`src/rtl/byte_uart_pkg.sv`:
```
package byte_uart_pkg;

  localparam int unsigned MIN_DIV = 16;

  // word indices (byte offset / 4) whose positions software depends on
  localparam logic [9:0] W_DATA  = 10'h000;
  localparam logic [9:0] W_STAT  = 10'h001;
  localparam logic [9:0] W_CTRL  = 10'h002;
  localparam logic [9:0] W_INT   = 10'h003;
  localparam logic [9:0] W_DIV   = 10'h004;
  localparam logic [9:0] W_ID_LO = 10'h3F4;
  localparam logic [9:0] W_ID_HI = 10'h3FF;

  typedef enum logic [2:0] {
    RX_IDLE, RX_START, RX_DATA, RX_STOP, RX_WAIT_HIGH
  } rx_state_e;

  function automatic logic div_valid(input logic [31:0] d);
    return d >= MIN_DIV;
  endfunction

  function automatic logic [31:0] half_period(input logic [31:0] d);
    return d >> 1;
  endfunction

  function automatic logic [7:0] id_byte(input logic [3:0] idx);
    case (idx)
      4'd0:    return 8'h04;
      4'd4:    return 8'h21;
      4'd5:    return 8'hB8;
      4'd6:    return 8'h1B;
      4'd8:    return 8'h0D;
      4'd9:    return 8'hF0;
      4'd10:   return 8'h05;
      4'd11:   return 8'hB1;
      default: return 8'h00;
    endcase
  endfunction

endpackage

```
`src/rtl/byte_uart_tx.sv`:
```
module byte_uart_tx #(
  parameter int DIV_W = 20
) (
  input  logic             clk,
  input  logic             rst_n,
  input  logic             go,
  input  logic [7:0]       byte_in,
  input  logic [DIV_W-1:0] div,
  output logic             load,
  output logic             busy,
  output logic             txd
);
  localparam int FRAME_BITS = 10;

  logic [FRAME_BITS-1:0] shreg;
  logic [DIV_W-1:0]      cnt;
  logic [3:0]            nbit;
  logic                  bit_end;

  assign load    = go && !busy;
  assign bit_end = (cnt >= div - 1'b1);
  assign txd     = shreg[0];

  always_ff @(posedge clk or negedge rst_n) begin
    if (!rst_n) begin
      shreg <= '1;
      cnt   <= '0;
      nbit  <= '0;
      busy  <= 1'b0;
    end else if (load) begin
      shreg <= {1'b1, byte_in, 1'b0};
      cnt   <= '0;
      nbit  <= '0;
      busy  <= 1'b1;
    end else if (busy) begin
      if (bit_end) begin
        cnt   <= '0;
        shreg <= {1'b1, shreg[FRAME_BITS-1:1]};
        if (nbit == 4'(FRAME_BITS - 1)) busy <= 1'b0;
        else                            nbit <= nbit + 1'b1;
      end else begin
        cnt <= cnt + 1'b1;
      end
    end
  end
endmodule

```
`src/rtl/byte_uart_rx.sv`:
```
module byte_uart_rx
  import byte_uart_pkg::*;
#(
  parameter int DIV_W = 20
) (
  input  logic             clk,
  input  logic             rst_n,
  input  logic             en,
  input  logic             rxd,
  input  logic [DIV_W-1:0] div,
  output logic             done,
  output logic [7:0]       byte_out
);
  logic [1:0]       sync;
  logic             rxs;
  rx_state_e        st;
  logic [DIV_W-1:0] cnt;
  logic [2:0]       nbit;
  logic [7:0]       shreg;
  logic             bit_end;
  logic             half_end;

  assign rxs      = sync[1];
  assign bit_end  = (cnt >= div - 1'b1);
  assign half_end = (32'(cnt) + 32'd1 >= half_period(32'(div)));
  assign done     = (st == RX_STOP) && bit_end && rxs;
  assign byte_out = shreg;

  always_ff @(posedge clk or negedge rst_n) begin
    if (!rst_n) sync <= 2'b11;
    else        sync <= {sync[0], rxd};
  end

  always_ff @(posedge clk or negedge rst_n) begin
    if (!rst_n) begin
      st    <= RX_IDLE;
      cnt   <= '0;
      nbit  <= '0;
      shreg <= '0;
    end else begin
      case (st)
        RX_IDLE: if (en && !rxs) begin
          st  <= RX_START;
          cnt <= '0;
        end
        RX_START: if (half_end) begin
          cnt  <= '0;
          nbit <= '0;
          st   <= rxs ? RX_IDLE : RX_DATA;
        end else cnt <= cnt + 1'b1;
        RX_DATA: if (bit_end) begin
          cnt   <= '0;
          shreg <= {rxs, shreg[7:1]};
          if (nbit == 3'd7) st <= RX_STOP;
          else              nbit <= nbit + 1'b1;
        end else cnt <= cnt + 1'b1;
        RX_STOP: if (bit_end) begin
          cnt <= '0;
          st  <= rxs ? RX_IDLE : RX_WAIT_HIGH;
        end else cnt <= cnt + 1'b1;
        RX_WAIT_HIGH: if (rxs) st <= RX_IDLE;
        default: st <= RX_IDLE;
      endcase
    end
  end
endmodule

```
`src/rtl/apb_byte_uart.sv`:
```
module apb_byte_uart
  import byte_uart_pkg::*;
#(
  parameter int DIV_W  = 20,
  parameter int ADDR_W = 12
) (
  input  logic              pclk,
  input  logic              presetn,
  input  logic              psel,
  input  logic              penable,
  input  logic              pwrite,
  input  logic [ADDR_W-1:0] paddr,
  input  logic [31:0]       pwdata,
  output logic [31:0]       prdata,
  output logic              pready,
  output logic              pslverr,
  input  logic              rxd,
  output logic              txd,
  output logic              irq_tx,
  output logic              irq_rx,
  output logic              irq_txovr,
  output logic              irq_rxovr,
  output logic              irq_any
);
  localparam int WORD_W = ADDR_W - 2;

  logic [6:0]       ctrl_q;
  logic [DIV_W-1:0] div_q;
  logic [7:0]       txbuf, rxbuf;
  logic             txfull, rxfull, txovr, rxovr;
  logic             txint_q, rxint_q;
  logic [3:0]       int_stat;

  logic [WORD_W-1:0] word;
  logic wr_acc, rd_acc;
  logic data_wr, data_rd, stat_wr, ctrl_wr, int_wr, div_wr;
  logic baud_ok, tx_go, tx_load, tx_busy, rx_en_eff, rx_done, rx_accept;
  logic ctrl_tx_en, ctrl_rx_en, ctrl_tx_ie, ctrl_rx_ie, ctrl_txo_ie, ctrl_rxo_ie;
  logic [7:0] rx_byte;
  logic unused_bits;

  assign unused_bits = ^{pwdata[31:DIV_W], paddr[1:0]};

  // decoded bus events
  assign word    = paddr[ADDR_W-1:2];
  assign wr_acc  = psel && penable && pwrite;
  assign rd_acc  = psel && penable && !pwrite;
  assign data_wr = wr_acc && (word == WORD_W'(W_DATA));
  assign data_rd = rd_acc && (word == WORD_W'(W_DATA));
  assign stat_wr = wr_acc && (word == WORD_W'(W_STAT));
  assign ctrl_wr = wr_acc && (word == WORD_W'(W_CTRL));
  assign int_wr  = wr_acc && (word == WORD_W'(W_INT));
  assign div_wr  = wr_acc && (word == WORD_W'(W_DIV));

  assign ctrl_tx_en  = ctrl_q[0];
  assign ctrl_rx_en  = ctrl_q[1];
  assign ctrl_tx_ie  = ctrl_q[2];
  assign ctrl_rx_ie  = ctrl_q[3];
  assign ctrl_txo_ie = ctrl_q[4];
  assign ctrl_rxo_ie = ctrl_q[5];

  assign baud_ok   = div_valid(32'(div_q));
  assign tx_go     = ctrl_tx_en && txfull && baud_ok;
  assign rx_en_eff = ctrl_rx_en && baud_ok;
  assign rx_accept = rx_done && ctrl_rx_en;

  byte_uart_tx #(.DIV_W(DIV_W)) u_tx (
    .clk(pclk), .rst_n(presetn), .go(tx_go), .byte_in(txbuf), .div(div_q),
    .load(tx_load), .busy(tx_busy), .txd(txd)
  );

  byte_uart_rx #(.DIV_W(DIV_W)) u_rx (
    .clk(pclk), .rst_n(presetn), .en(rx_en_eff), .rxd(rxd), .div(div_q),
    .done(rx_done), .byte_out(rx_byte)
  );

  // configuration registers
  always_ff @(posedge pclk or negedge presetn) begin
    if (!presetn) begin
      ctrl_q <= '0;
      div_q  <= '0;
    end else begin
      if (ctrl_wr) ctrl_q <= pwdata[6:0];
      if (div_wr)  div_q  <= pwdata[DIV_W-1:0];
    end
  end

  // buffers and status flags: sets take priority over clears
  always_ff @(posedge pclk or negedge presetn) begin
    if (!presetn) begin
      txbuf   <= '0;
      rxbuf   <= '0;
      txfull  <= 1'b0;
      rxfull  <= 1'b0;
      txovr   <= 1'b0;
      rxovr   <= 1'b0;
      txint_q <= 1'b0;
      rxint_q <= 1'b0;
    end else begin
      if (data_wr) txbuf <= pwdata[7:0];

      if (data_wr)      txfull <= 1'b1;
      else if (tx_load) txfull <= 1'b0;

      if (data_wr && txfull) txovr <= 1'b1;
      else if ((stat_wr || int_wr) && pwdata[2]) txovr <= 1'b0;

      if (rx_accept) rxbuf <= rx_byte;

      if (rx_accept)    rxfull <= 1'b1;
      else if (data_rd) rxfull <= 1'b0;

      if (rx_accept && rxfull && !data_rd) rxovr <= 1'b1;
      else if ((stat_wr || int_wr) && pwdata[3]) rxovr <= 1'b0;

      if (tx_load && ctrl_tx_ie)    txint_q <= 1'b1;
      else if (int_wr && pwdata[0]) txint_q <= 1'b0;

      if (rx_accept && ctrl_rx_ie)  rxint_q <= 1'b1;
      else if (int_wr && pwdata[1]) rxint_q <= 1'b0;
    end
  end

  assign int_stat  = {rxovr && ctrl_rxo_ie, txovr && ctrl_txo_ie, rxint_q, txint_q};
  assign irq_tx    = int_stat[0];
  assign irq_rx    = int_stat[1];
  assign irq_txovr = int_stat[2];
  assign irq_rxovr = int_stat[3];
  assign irq_any   = |int_stat;

  assign pready  = 1'b1;
  assign pslverr = 1'b0;

  always_comb begin
    prdata = '0;
    if (psel && !pwrite) begin
      if (word == WORD_W'(W_DATA))      prdata = {24'd0, rxbuf};
      else if (word == WORD_W'(W_STAT)) prdata = {28'd0, rxovr, txovr, rxfull, txfull};
      else if (word == WORD_W'(W_CTRL)) prdata = {25'd0, ctrl_q};
      else if (word == WORD_W'(W_INT))  prdata = {28'd0, int_stat};
      else if (word == WORD_W'(W_DIV))  prdata = 32'(div_q);
      else if (word >= WORD_W'(W_ID_LO) && word <= WORD_W'(W_ID_HI))
        prdata = {24'd0, id_byte(4'(word - WORD_W'(W_ID_LO)))};
    end
  end
endmodule

```
`config.mk`:
```
export PLATFORM = sky130hd
export DESIGN_NAME = apb_byte_uart
export DESIGN_NICKNAME = d
export VERILOG_FILES = /design/src/rtl/byte_uart_pkg.sv /design/src/rtl/byte_uart_tx.sv /design/src/rtl/byte_uart_rx.sv /design/src/rtl/apb_byte_uart.sv
export SDC_FILE = /design/constraint.sdc
export NUM_CORES = 1
export LEC_CHECK = 0
export ABC_AREA = 1
export BUFFER_PORTS_ARGS = -buffer_cell sky130_fd_sc_hd__buf_2
export CAP_MARGIN = 20
export CORE_MARGIN = 3
export CORE_UTILIZATION = 54
export DETAILED_ROUTE_END_ITERATION = 6
export PLACE_DENSITY = 0.84
export RECOVER_POWER = 50
export SYNTH_ARGS = -nofsm -noshare
export SYNTH_HDL_FRONTEND = slang
export SYNTH_SLANG_ARGS = --single-unit
```
`constraint.sdc`:
```
create_clock -name pclk -period 7.65 [get_ports pclk]
set_input_delay 0.765 -clock pclk [delete_from_list [all_inputs] [get_ports pclk]]
set_output_delay 0.765 -clock pclk [all_outputs]
set_load 0.1 [all_outputs]
```
==> impl_metrics.csv, run 1 <==
group,metric,value,unit
cts,clockBufferDepth,2,
sta,slew_headroom,-96.30,%
die,start_util,55.69,%
final_layout,stdcell_count,1402,
sta,min_period_over_period,57.82,%
route,first_iter_violations,827,
setup_path,worst_path_most_repeated_cell,"a21oi_1",
sta,post-route-min-period,4.424,ns
route,drc_errors,3,
cts,clock_latency,0.43,ns
synthesis,yosys_warnings,0,
global_routing,grtUsageTotal,26.12,%
power_and_ir_drop,power.switching,0.6294,mW
sta,rsz0062_at_grt,"false",
setup_path,worstPathMaxFanout,13,
setup_path,reg2regPathDepth,18,
power_and_ir_drop,p_comb_share,20.4,%
cts,cts-root-buf,"clkbuf_16",
status,violations,"design-rule violations, max-capacitance violations, max-slew violations",
place,dp.cells,1370,
sta,slew_viol_final,96,
synthesis,syn_avg_cell_area,7.601,sq um
setup_path,slowest_stage,"nand2_1",
sta,hold_violations,0,
die,num_rows,45,
final_layout,syn_to_final_growth,10.78,%
place,gp_congestion,0.9605,
die,die_w,131.7,um
sta,finalSetupTns,0,ns
final_layout,drive_gt1_share,13.27,%
flow_run,drv_cap,2,
setup_path,required,6.88,ns
cts,post-cts-setup-buffers,0,
sta,setup_violations,0,
global_routing,grt_pass1_wl,37220,um
route,num_vias,8047,
route,wl_met2,10680,um
power_and_ir_drop,power_density,192.2,nW/um^2
synthesis,ys_types,52,
route,final_antenna_net_count,0,
setup_path,criticalPathCategory,"in2out",
status,outcome,"finished, violations left",
place,port_buffers,61,
power_and_ir_drop,pwr-share-clk,41.0,%
route,first_pass_iters,7,
cts,cts_sinks,119,
route,wl_per_cell,15.98,um
die,ios,90,
power_and_ir_drop,p_leak,4.798,nW
synthesis,synth-edff-count,0,
synthesis,ys_ff_latch,119,
final_layout,antennaDiodeCount,0,
power_and_ir_drop,power.share.switching,34.66,%
route,drt_wl_total,22410,um
power_and_ir_drop,ir_drop,0.1765,mV
die,chipHeight,131.7,um
cts,ctsResizeCount,0,
place,dpl_cell_area,8922,sq um
cts,cts-htree-levels,4,
setup_path,crit_family,"buffers and inverters",
sta,fin_worst_skew,0.01715,ns
power_and_ir_drop,internal_power,1.186,mW
global_routing,overflow,0,
place,dp_hpwl,16660,um
die,die-area,17340,sq um
worst_hold_path,hold_class,"reg2reg",
die,core_area,15310,sq um
setup_path,worstSetupPathDepth,11,
cts,tritoncts,"yes",
sta,clock.fmax,226.1,MHz
synthesis,synth-seq-area-share,35.08,%
final_layout,final_area,9448,sq um
synthesis,syn_area,8528,sq um
worst_hold_path,hold_depth,0,
setup_path,worstPathCellList,"clkbuf_1, inv_1, ha_1, nand3_1, clkinv_1, nor2_1, nand2_1, a21oi_1, o21ai_0, a21oi_1, buf_2",
global_routing,grt_pass1_vias,7720,
sta,setup_ws,3.227,ns
synthesis,syn_inst,1122,
sta,worst_pin_slew,2.944,ns
final_layout,final_nets,1299,
setup_path,endpoint_kind,"primary output",
synthesis,async_flop_share,100.0,%
cts,cts_made_buffers,17,
setup_path,cp.arrival,3.66,ns
power_and_ir_drop,seqPwrFrac,38.6,%
cts,postCtsHoldBufs,0,
route,highest_layer,"met4",
setup_path,start_kind,"input pin",
route,wl_met1,9743,um
setup_path,critPathMaxStageDelay,0.49,ns
place,post-place-ws,3.248,ns
route,avgViaCountPerCell,5.740,
setup_path,crit_buf_inv,4,
sta,fin_hold_ws,0.3434,ns
global_routing,grt_max_degree,67,
synthesis,synth-main-ff-cell,"dfrtp_1",
global_routing,antenna_found_initial,0,
cts,clk_pin_slew,0.06,ns
route,wl_met3,1608,um
==> logic make-up (layout without fill, tap and decap cells) <==
logic type      after synthesis  after routing  share of synthesized area, %
flops                       119            119                         35.08
xor+xnor                     44             44                         4.519
other cells                   2             14                       0.08806
fa+ha+maj                    71             71                         10.42
simple gates                525            525                         28.99
buf+inv                     183            240                         9.316
compound gates              178            178                         11.59
==> synthesized netlist by cell type, drive strengths merged (2+ instances only) <==
cell | instances | area [sq um]
dfrtp | 108 | 2703
a211oi | 3 | 22.52
o21ai | 89 | 460.4
nand2 | 261 | 1051
nor3 | 43 | 246.5
dfstp | 11 | 289.0
o22ai | 12 | 75.07
inv | 140 | 525.5
o31ai | 5 | 37.54
a31oi | 2 | 12.51
nor4 | 3 | 25.02
nor3b | 2 | 15.01
nor2 | 74 | 330.3
clkbuf | 15 | 56.30
buf | 25 | 201.4
clkinv | 3 | 11.26
conb | 2 | 7.510
xor2 | 36 | 315.3
nand4 | 38 | 244.0
a21boi | 4 | 30.03
o211ai | 4 | 30.03
nand3b | 5 | 37.54
a21oi | 53 | 269.0
xnor2 | 8 | 70.07
or2 | 2 | 12.52
nand3 | 97 | 510.5
ha | 71 | 888.4
==> cells in the final DEF (no fill, tap or decap), drive strengths merged <==
| cell type | netlist | routed |
|---|---|---|
| o31ai | 5 | 5 |
| nand4 | 38 | 38 |
| nor3b | 2 | 2 |
| a31oi | 2 | 2 |
| dfstp | 11 | 11 |
| nor2 | 74 | 74 |
| a31o | 1 | 1 |
| clkinvlp | 0 | 2 |
| xnor2 | 8 | 8 |
| dfrtp | 108 | 108 |
| clkinv | 3 | 10 |
| nand3b | 5 | 5 |
| nand2 | 261 | 261 |
| o21ai | 89 | 89 |
| buf | 25 | 57 |
| a221oi | 1 | 1 |
| o211ai | 4 | 4 |
| nor3 | 43 | 43 |
| o2111ai | 1 | 1 |
| or2 | 2 | 2 |
| a21oi | 53 | 53 |
| xor2 | 36 | 36 |
| a21boi | 4 | 4 |
| conb | 2 | 14 |
| inv | 140 | 146 |
| o22ai | 12 | 12 |
| nand3 | 97 | 97 |
| o32ai | 1 | 1 |
| a41oi | 1 | 1 |
| nor4 | 3 | 3 |
| a22oi | 1 | 1 |
| ha | 71 | 71 |
| clkbuf | 15 | 25 |
| a211oi | 3 | 3 |
==> sequential cells by signal (all words and copies together), names as in the netlist, 2 cells and up <==
signal / cells
ctrl_q: 7
div_q: 20
rxbuf: 8
txbuf: 8
u_rx.byte_out: 8
u_rx.cnt: 20
u_rx.nbit: 3
u_rx.st: 3
u_rx.sync: 2
u_tx.cnt: 20
u_tx.nbit: 4
u_tx.shreg: 9
==> power groups by stage <==
stage               combinational, mW  clock, mW  sequential, mW
floorplan                       0.278          0           0.697
global placement                0.351          0           0.708
detailed placement              0.367          0           0.709
CTS                             0.368      0.750           0.699
global route                    0.414      0.785           0.707
finish                          0.370      0.745           0.701
==> metal layers <==
layer	global-route usage, %	vias up
li1	-	3837
met1	35.47	3826
met2	42.35	344
met3	5.590	40
met4	7.293	0
met5	0	-
==> metrics by stage <==
stage,util (%),power (mW)
global route,61.69,1.906
global placement,58.26,1.059
floorplan,-,0.9752
detailed placement,58.26,1.076
CTS,61.82,1.818
finish,61.69,1.816
==> worst paths after layout <==
kind                                   start            to  slack (ns)
min in group asynchronous            presetn  u_rx.cnt[17]        1.30
worst min-delay path            u_rx.sync[0]  u_rx.sync[1]        0.34
max in group asynchronous            presetn     ctrl_q[6]        4.30
worst max register to register      div_q[1]  u_rx.cnt[19]        4.10
worst max-delay path                paddr[2]     prdata[7]        3.23
worst min register to register  u_rx.sync[0]  u_rx.sync[1]        0.34
==> area by class of cell <==
type / count / area (sq um)
clock buffers: 17 / 425.4
clock inverters: 15 / 120.1
fillers: 1350 / 5867
inverters: 143 / 536.8
multi-input cells: 832 / 4787
flip-flops and latches: 119 / 2992
well taps: 211 / 264.0
repair buffers: 65 / 322.8
Power figures use the tool's default switching activity.
==> run 2: changes to the inputs <==
==> constraint.sdc (replaced) <==
create_clock -name pclk -period 4.6 [get_ports pclk]
set_input_delay 0.46 -clock pclk [delete_from_list [all_inputs] [get_ports pclk]]
set_output_delay 0.46 -clock pclk [all_outputs]
set_load 0.1 [all_outputs]
==> run 2 against run 1 <==
Effect of this change:
- the run ends with max-capacitance violations, max-slew violations left
- combinational power rose by 67%
- via count down 0.73%
- utilization grew 0.16 points
- global-route usage decreased by 0.30 points
- flip-flop and latch count stayed put
- cell area is 0.26% higher
- power grew 70%
- register-to-register slack got worse by 3.2 ns
- critical endpoint unchanged
- highest routed layer unchanged
==> impl_metrics.csv, run 2 (synthesized netlist as in run 1, its figures left out) <==
group,metric,value,unit
place,dp_hpwl,16580,um
setup_path,crit_family,"buffers and inverters",
final_layout,final_nets,1300,
route,wl_per_cell,15.96,um
final_layout,final_core_util,61.85,%
sta,min_period_over_period,83.65,%
cts,cts-root-buf,"clkbuf_16",
sta,fin_hold_ws,0.1253,ns
worst_hold_path,hold_class,"in2reg",
setup_path,worst_path_most_repeated_cell,"a21oi_1",
final_layout,antennaDiodeCount,0,
place,port_buffers,61,
die,die_w,131.7,um
route,first_iter_violations,676,
route,avgViaCountPerCell,5.694,
cts,ctsResizeCount,0,
die,chipHeight,131.7,um
cts,clk_pin_slew,0.06,ns
sta,slew_viol_final,103,
final_layout,fillCellCount,1355,
global_routing,antenna_found_initial,0,
final_layout,final_common_cell,"nand2_1",
cts,cts-htree-levels,4,
setup_path,criticalPathCategory,"in2out",
place,gp_congestion,0.9449,
cts,post-cts-setup-buffers,0,
final_layout,syn_to_final_growth,11.08,%
die,start_util,55.69,%
sta,post-route-min-period,3.848,ns
final_layout,mostFrequentLayoutCells,"246 x nand2_1, 125 x inv_1, 108 x dfrtp_1, 92 x nand3_1, 71 x ha_1",
cts,cts_sinks,119,
die,num_rows,45,
die,core_area,15310,sq um
setup_path,cp.arrival,3.39,ns
power_and_ir_drop,power.switching,1.007,mW
route,num_vias,7988,
global_routing,grt_pass1_vias,7549,
final_layout,stdcell_count,1403,
power_and_ir_drop,pwr-share-clk,42.0,%
setup_path,slowest_stage,"nand2_1",
cts,tritoncts,"yes",
cts,cts_made_buffers,17,
power_and_ir_drop,p_leak,4.801,nW
sta,hold_violations,0,
power_and_ir_drop,p_comb_share,20.1,%
power_and_ir_drop,seqPwrFrac,37.9,%
global_routing,overflow,0,
flow_run,drv_cap,2,
power_and_ir_drop,internal_power,2.071,mW
place,dpl_cell_area,8930,sq um
setup_path,endpoint_kind,"primary output",
sta,setup_ws,0.7520,ns
sta,slew_headroom,-132.0,%
place,post-place-ws,0.8858,ns
status,violations,"max-capacitance violations, max-slew violations",
power_and_ir_drop,ir_drop,0.3770,mV
cts,postCtsHoldBufs,0,
setup_path,crit_buf_inv,4,
place,dp.cells,1371,
final_layout,drive_gt1_share,13.09,%
power_and_ir_drop,power_density,324.9,nW/um^2
setup_path,worstPathCellList,"clkbuf_1, inv_1, ha_1, nand3_1, clkinv_1, nor2_1, nand2_1, a21oi_1, o21ai_0, a21oi_1, buf_2",
global_routing,grt_max_degree,62,
setup_path,worstPathMaxFanout,13,
route,first_pass_iters,6,
die,ios,90,
sta,worst_pin_slew,3.479,ns
status,outcome,"finished, violations left",
setup_path,critPathMaxStageDelay,0.46,ns
cts,clockBufferDepth,2,
cts,clock_latency,0.43,ns
sta,setup_violations,0,
final_layout,final_area,9473,sq um
power_and_ir_drop,power.share.switching,32.72,%
setup_path,required,4.14,ns
die,die-area,17340,sq um
global_routing,grt_pass1_wl,36490,um
power_and_ir_drop,p_total,3.078,mW
route,drt_wl_total,22390,um
global_routing,grtUsageTotal,25.82,%
sta,rsz0062_at_grt,"false",
route,drc_errors,0,
route,final_antenna_net_count,0,
setup_path,start_kind,"input pin",
final_layout,largest_registers,"div_q x20, u_rx.cnt x20, u_tx.cnt x20",
sta,fin_worst_skew,0.01045,ns
sta,clock.fmax,259.9,MHz
sta,finalSetupTns,0,ns
==> run 2: worst paths after layout <==
path | startpoint | end | slack, ns | cells past startpoint
setup / recovery | paddr[2] | prdata[7] | 0.75 | 11
hold / removal | rxd | u_rx.sync[0] | 0.13 | 1
setup reg to reg | div_q[0] | u_rx.cnt[5] | 0.92 | 18
hold reg to reg | u_rx.sync[0] | u_rx.sync[1] | 0.36 | 0
max in group asynchronous | presetn | u_tx.cnt[1] | 1.16 | 2
min in group asynchronous | presetn | u_rx.cnt[13] | 1.22 | 1
==> run 2: worst register-to-register path, delay by kind of cell, from the launching register on <==
kind / cells / cell delay, ns
simple gates: 11 / 1.57
compound gates: 1 / 0.21
buf+inv: 3 / 0.53
fa+ha+maj: 2 / 0.58
xor+xnor: 1 / 0.33
flops: 1 / 0.39
==> run 2: final cells by class <==
class	instances	area [sq um]	area share, %
Multi-Input combinational cell	832	4787	50.53
Sequential cell	119	2992	31.58
Inverter	143	536.8	5.666
Clock buffer	20	436.7	4.610
Timing Repair Buffer	66	325.3	3.434
Tap cell	211	264.0	2.787
Clock inverter	12	131.4	1.387
==> run 2: power groups by stage <==
stage | logic, mW | clock network (mW) | registers (mW)
final | 0.618 | 1.29 | 1.17
after global routing | 0.693 | 1.36 | 1.18
after CTS | 0.611 | 1.30 | 1.16
after detailed placement | 0.607 | 0 | 1.18
after global placement | 0.587 | 0 | 1.18
after floorplan | 0.462 | 0 | 1.16
==> run 2: metal layers <==
metal | part of all wire (%) | global-route usage [%] | vias up | wire [um]
li1 | - | - | 3840 | -
met1 | 42 | 33.60 | 3747 | 9506
met2 | 47 | 42.12 | 348 | 10490
met3 | 7.9 | 5.972 | 53 | 1778
met4 | 2.8 | 9.510 | 0 | 618
met5 | 0 | 0 | - | 0
==> run 3: changes to the inputs <==
--- a/config.mk
+++ b/config.mk
@@ -5,13 +5,13 @@
 export SDC_FILE = /design/constraint.sdc
 export NUM_CORES = 1
 export LEC_CHECK = 0
-export ABC_AREA = 1
+export ABC_AREA = 0
 export BUFFER_PORTS_ARGS = -buffer_cell sky130_fd_sc_hd__buf_2
 export CAP_MARGIN = 20
 export CORE_MARGIN = 3
 export CORE_UTILIZATION = 54
 export DETAILED_ROUTE_END_ITERATION = 6
-export PLACE_DENSITY = 0.84
+export PLACE_DENSITY = 0.85
 export RECOVER_POWER = 50
 export SYNTH_ARGS = -nofsm -noshare
 export SYNTH_HDL_FRONTEND = slang
==> constraint.sdc (replaced) <==
create_clock -name pclk -period 3.6 [get_ports pclk]
set_input_delay 0.36 -clock pclk [delete_from_list [all_inputs] [get_ports pclk]]
set_output_delay 0.36 -clock pclk [all_outputs]
set_load 0.1 [all_outputs]
==> run 3 against run 2 <==
Effect of this change:
- the run ends with max-capacitance violations, max-slew violations, negative setup slack left
- hold slack worse by 0.098 ns
- combinational power is 58% lower
- final cell count fell by 15%
- die area decreased by 7.0%
- non-clock buffer count grew 114
- flip-flop and latch count unchanged
- power up 4.1%
- setup slack lost 1.4 ns
- clock power is 24% higher
- cell area is 13% higher
- critical path depth grew 5
- via count decreased by 9.0%
==> impl_metrics.csv, run 3 <==
group,metric,value,unit
cts,tritoncts,"yes",
synthesis,syn_area,7904,sq um
power_and_ir_drop,pwr-share-clk,49.8,%
place,gp_congestion,0.9559,
die,die_w,127.0,um
power_and_ir_drop,ir_drop,0.4354,mV
final_layout,drive_gt1_share,37.69,%
route,wl_per_cell,19.25,um
setup_path,crit_family,"simple AND/OR/NAND/NOR gates",
worst_hold_path,hold_start,"rxd",
sta,hold_violations,0,
sta,slew_viol_final,65,
synthesis,yosys_warnings,0,
synthesis,ys_types,76,
global_routing,grt_pass1_wl,36900,um
die,ios,90,
sta,fin_worst_skew,0.01138,ns
synthesis,synthTopCellsByArea,"dfrtp_1 34%, ha_1 11%, mux2_2 6.0%",
synthesis,synthTopCellsByCount,"108 x dfrtp_1, 71 x ha_1, 71 x nand2_1",
sta,post-route-min-period,4.205,ns
sta,setup_ws,-0.6047,ns
final_layout,largest_registers,"div_q x20, u_rx.cnt x20, u_tx.cnt x20",
global_routing,grt_pass1_vias,7346,
setup_path,slowest_stage,"or3b_4",
synthesis,synth_top_area_share,34.19,%
synthesis,syn_inst,823,
setup_path,r2r_slack,-0.60,ns
synthesis,synth-seq-area-share,37.85,%
setup_path,endpoint_kind,"flip-flop",
global_routing,overflow,0,
cts,clock_latency,0.43,ns
setup_path,reg2reg_from,"div_q[0]",
die,die-area,16120,sq um
sta,slew_headroom,-7.023,%
setup_path,reg2regPathDepth,16,
global_routing,grtUsageTotal,28.68,%
cts,clockBufferDepth,2,
cts,cts-root-buf,"clkbuf_16",
setup_path,worstPathMaxFanout,4,
synthesis,ys_ff_latch,119,
synthesis,async_flop_share,100.0,%
power_and_ir_drop,power.share.switching,27.64,%
route,final_antenna_net_count,0,
setup_path,criticalPathCategory,"reg2reg",
power_and_ir_drop,power.switching,0.8856,mW
die,chipHeight,127.0,um
route,first_pass_iters,5,
worst_hold_path,hold_depth,1,
sta,rsz0062_at_grt,"true",
synthesis,synth-edff-count,0,
final_layout,mostFrequentLayoutCells,"106 x dfrtp_1, 92 x buf_4, 66 x ha_1, 62 x nand2_1, 42 x mux2_2",
synthesis,syn_avg_cell_area,9.604,sq um
flow_run,drv_cap,1,
sta,worst_pin_slew,1.605,ns
setup_path,start_kind,"flip-flop",
setup_path,required,3.91,ns
route,drc_errors,0,
synthesis,synth-main-ff-cell,"dfrtp_1",
worst_hold_path,hold_end,"u_rx.sync[0]",
cts,postCtsHoldBufs,0,
final_layout,syn_to_final_growth,35.59,%
setup_path,worstSetupPathDepth,16,
sta,clock.fmax,237.8,MHz
cts,clk_pin_slew,0.06,ns
die,core_area,14100,sq um
final_layout,antennaDiodeCount,0,
status,outcome,"finished, violations left",
global_routing,antenna_found_initial,0,
status,violations,"max-capacitance violations, max-slew violations, negative setup slack",
synthesis,synth_top_area_cell,"dfrtp_1",
die,start_util,56.07,%
place,dp_hpwl,15640,um
power_and_ir_drop,p_comb_share,8.2,%
route,avgViaCountPerCell,6.107,
final_layout,final_nets,1119,
worst_hold_path,hold_class,"in2reg",
power_and_ir_drop,power_density,299.0,nW/um^2
route,num_vias,7273,
sta,finalSetupTns,-24.04,ns
final_layout,final_core_util,76.03,%
final_layout,final_common_cell,"dfrtp_1",
power_and_ir_drop,p_total,3.204,mW
final_layout,final_area,10720,sq um
global_routing,grt_max_degree,65,
setup_path,r2r-end,"rxbuf[1]",
route,drt_wl_total,22920,um
setup_path,crit_buf_inv,1,
cts,cts_sinks,119,
setup_path,cp.arrival,4.51,ns
setup_path,worstPathCellList,"inv_2, ha_4, nor3b_4, nand4_1, nor3_2, xnor2_2, ha_1, nand4_1, or3_4, a221oi_2, o41a_1, o311ai_2, o211a_1, or3b_4, nor2_4, mux2_1",
die,num_rows,43,
place,dpl_cell_area,9473,sq um
sta,setup_violations,78,
cts,cts-htree-levels,4,
power_and_ir_drop,p_leak,5.222,nW
place,port_buffers,61,
power_and_ir_drop,seqPwrFrac,42.0,%
power_and_ir_drop,internal_power,2.319,mW
sta,min_period_over_period,116.8,%
setup_path,critPathMaxStageDelay,0.45,ns
route,first_iter_violations,607,
setup_path,worst_path_most_repeated_cell,"nand4_1",
synthesis,yosysMostFrequentCell,"dfrtp_1",
cts,cts_made_buffers,17,
==> run 3: cell types whose count changed after synthesis, sizes merged, moves of 19 or more <==
cell	before	now
nand4	38	11
nor3	43	14
xor2	36	6
a31oi	2	25
nand3	97	24
o21ai	89	36
inv	140	41
xnor2	8	27
nor2	74	51
nand2	261	71
mux2	0	53
and3	0	21
nand2b	0	22
a22o	0	19
==> run 3: metal layers <==
metal,track usage (%),share of wire (%)
met5,0,0
met4,11.92,3.5
met3,6.271,6.6
met2,49.66,51
met1,34.67,39
==> run 3: worst max-delay path by stage <==
| stage | startpoint | slack [ns] | endpoint |
|---|---|---|---|
| after floorplan | div_q[1] | -0.48 | u_rx.nbit[1] |
| after global placement | div_q[1] | -0.54 | u_rx.byte_out[2] |
| after detailed placement | div_q[1] | -0.69 | rxbuf[3] |
| after CTS | div_q[0] | -0.56 | u_rx.nbit[1] |
| after global routing | div_q[0] | -0.91 | u_rx.nbit[1] |
| final | div_q[0] | -0.60 | rxbuf[1] |
==> run 3: through the flow <==
step	worst slack, ns	std cells	hold slack [ns]
floorplan	-0.4816	835	0.06441
global placement	-0.5378	1133	0.3473
detailed placement	-0.6947	1133	0.3468
CTS	-0.5570	1183	0.01960
global route	-0.9092	1191	0.01296
finish	-0.6047	1191	0.02767
==> run 3: layout make-up <==
| class | count | area, sq um |
|---|---|---|
| inverter | 42 | 157.7 |
| tap | 180 | 225.2 |
| clock buffer | 18 | 429.2 |
| sequential | 119 | 2994 |
| fill | 866 | 3379 |
| clock inverter | 14 | 115.1 |
| timing repair buffer | 180 | 1610 |
| multi-input combinational | 638 | 5185 |
==> run 3: cell families after synthesis <==
group / share of synthesized area, %
other cells: 0.09502
compound gates: 17.33
buf+inv: 4.622
mux: 7.678
simple gates: 17.52
flops: 37.85
xor+xnor: 3.657
fa+ha+maj: 11.24
==> run 3: power by group through the flow <==
stage | registers (mW) | logic, mW | clock network [mW]
after detailed placement | 1.37 | 0.245 | 0
after global placement | 1.37 | 0.240 | 0
after CTS | 1.35 | 0.260 | 1.61
after global routing | 1.35 | 0.281 | 1.67
final | 1.35 | 0.262 | 1.60
after floorplan | 1.37 | 0.151 | 0
==> run 3: what timing repair did <==
action / in CTS / in global routing
setup buffers: 18 / 11
setup endpoints to repair: 79 / 79
endpoints found under the hold margin: 0 / 0
gates cloned: 5 / 1
resized for setup: 99 / 36
pin swaps: 72 / 30
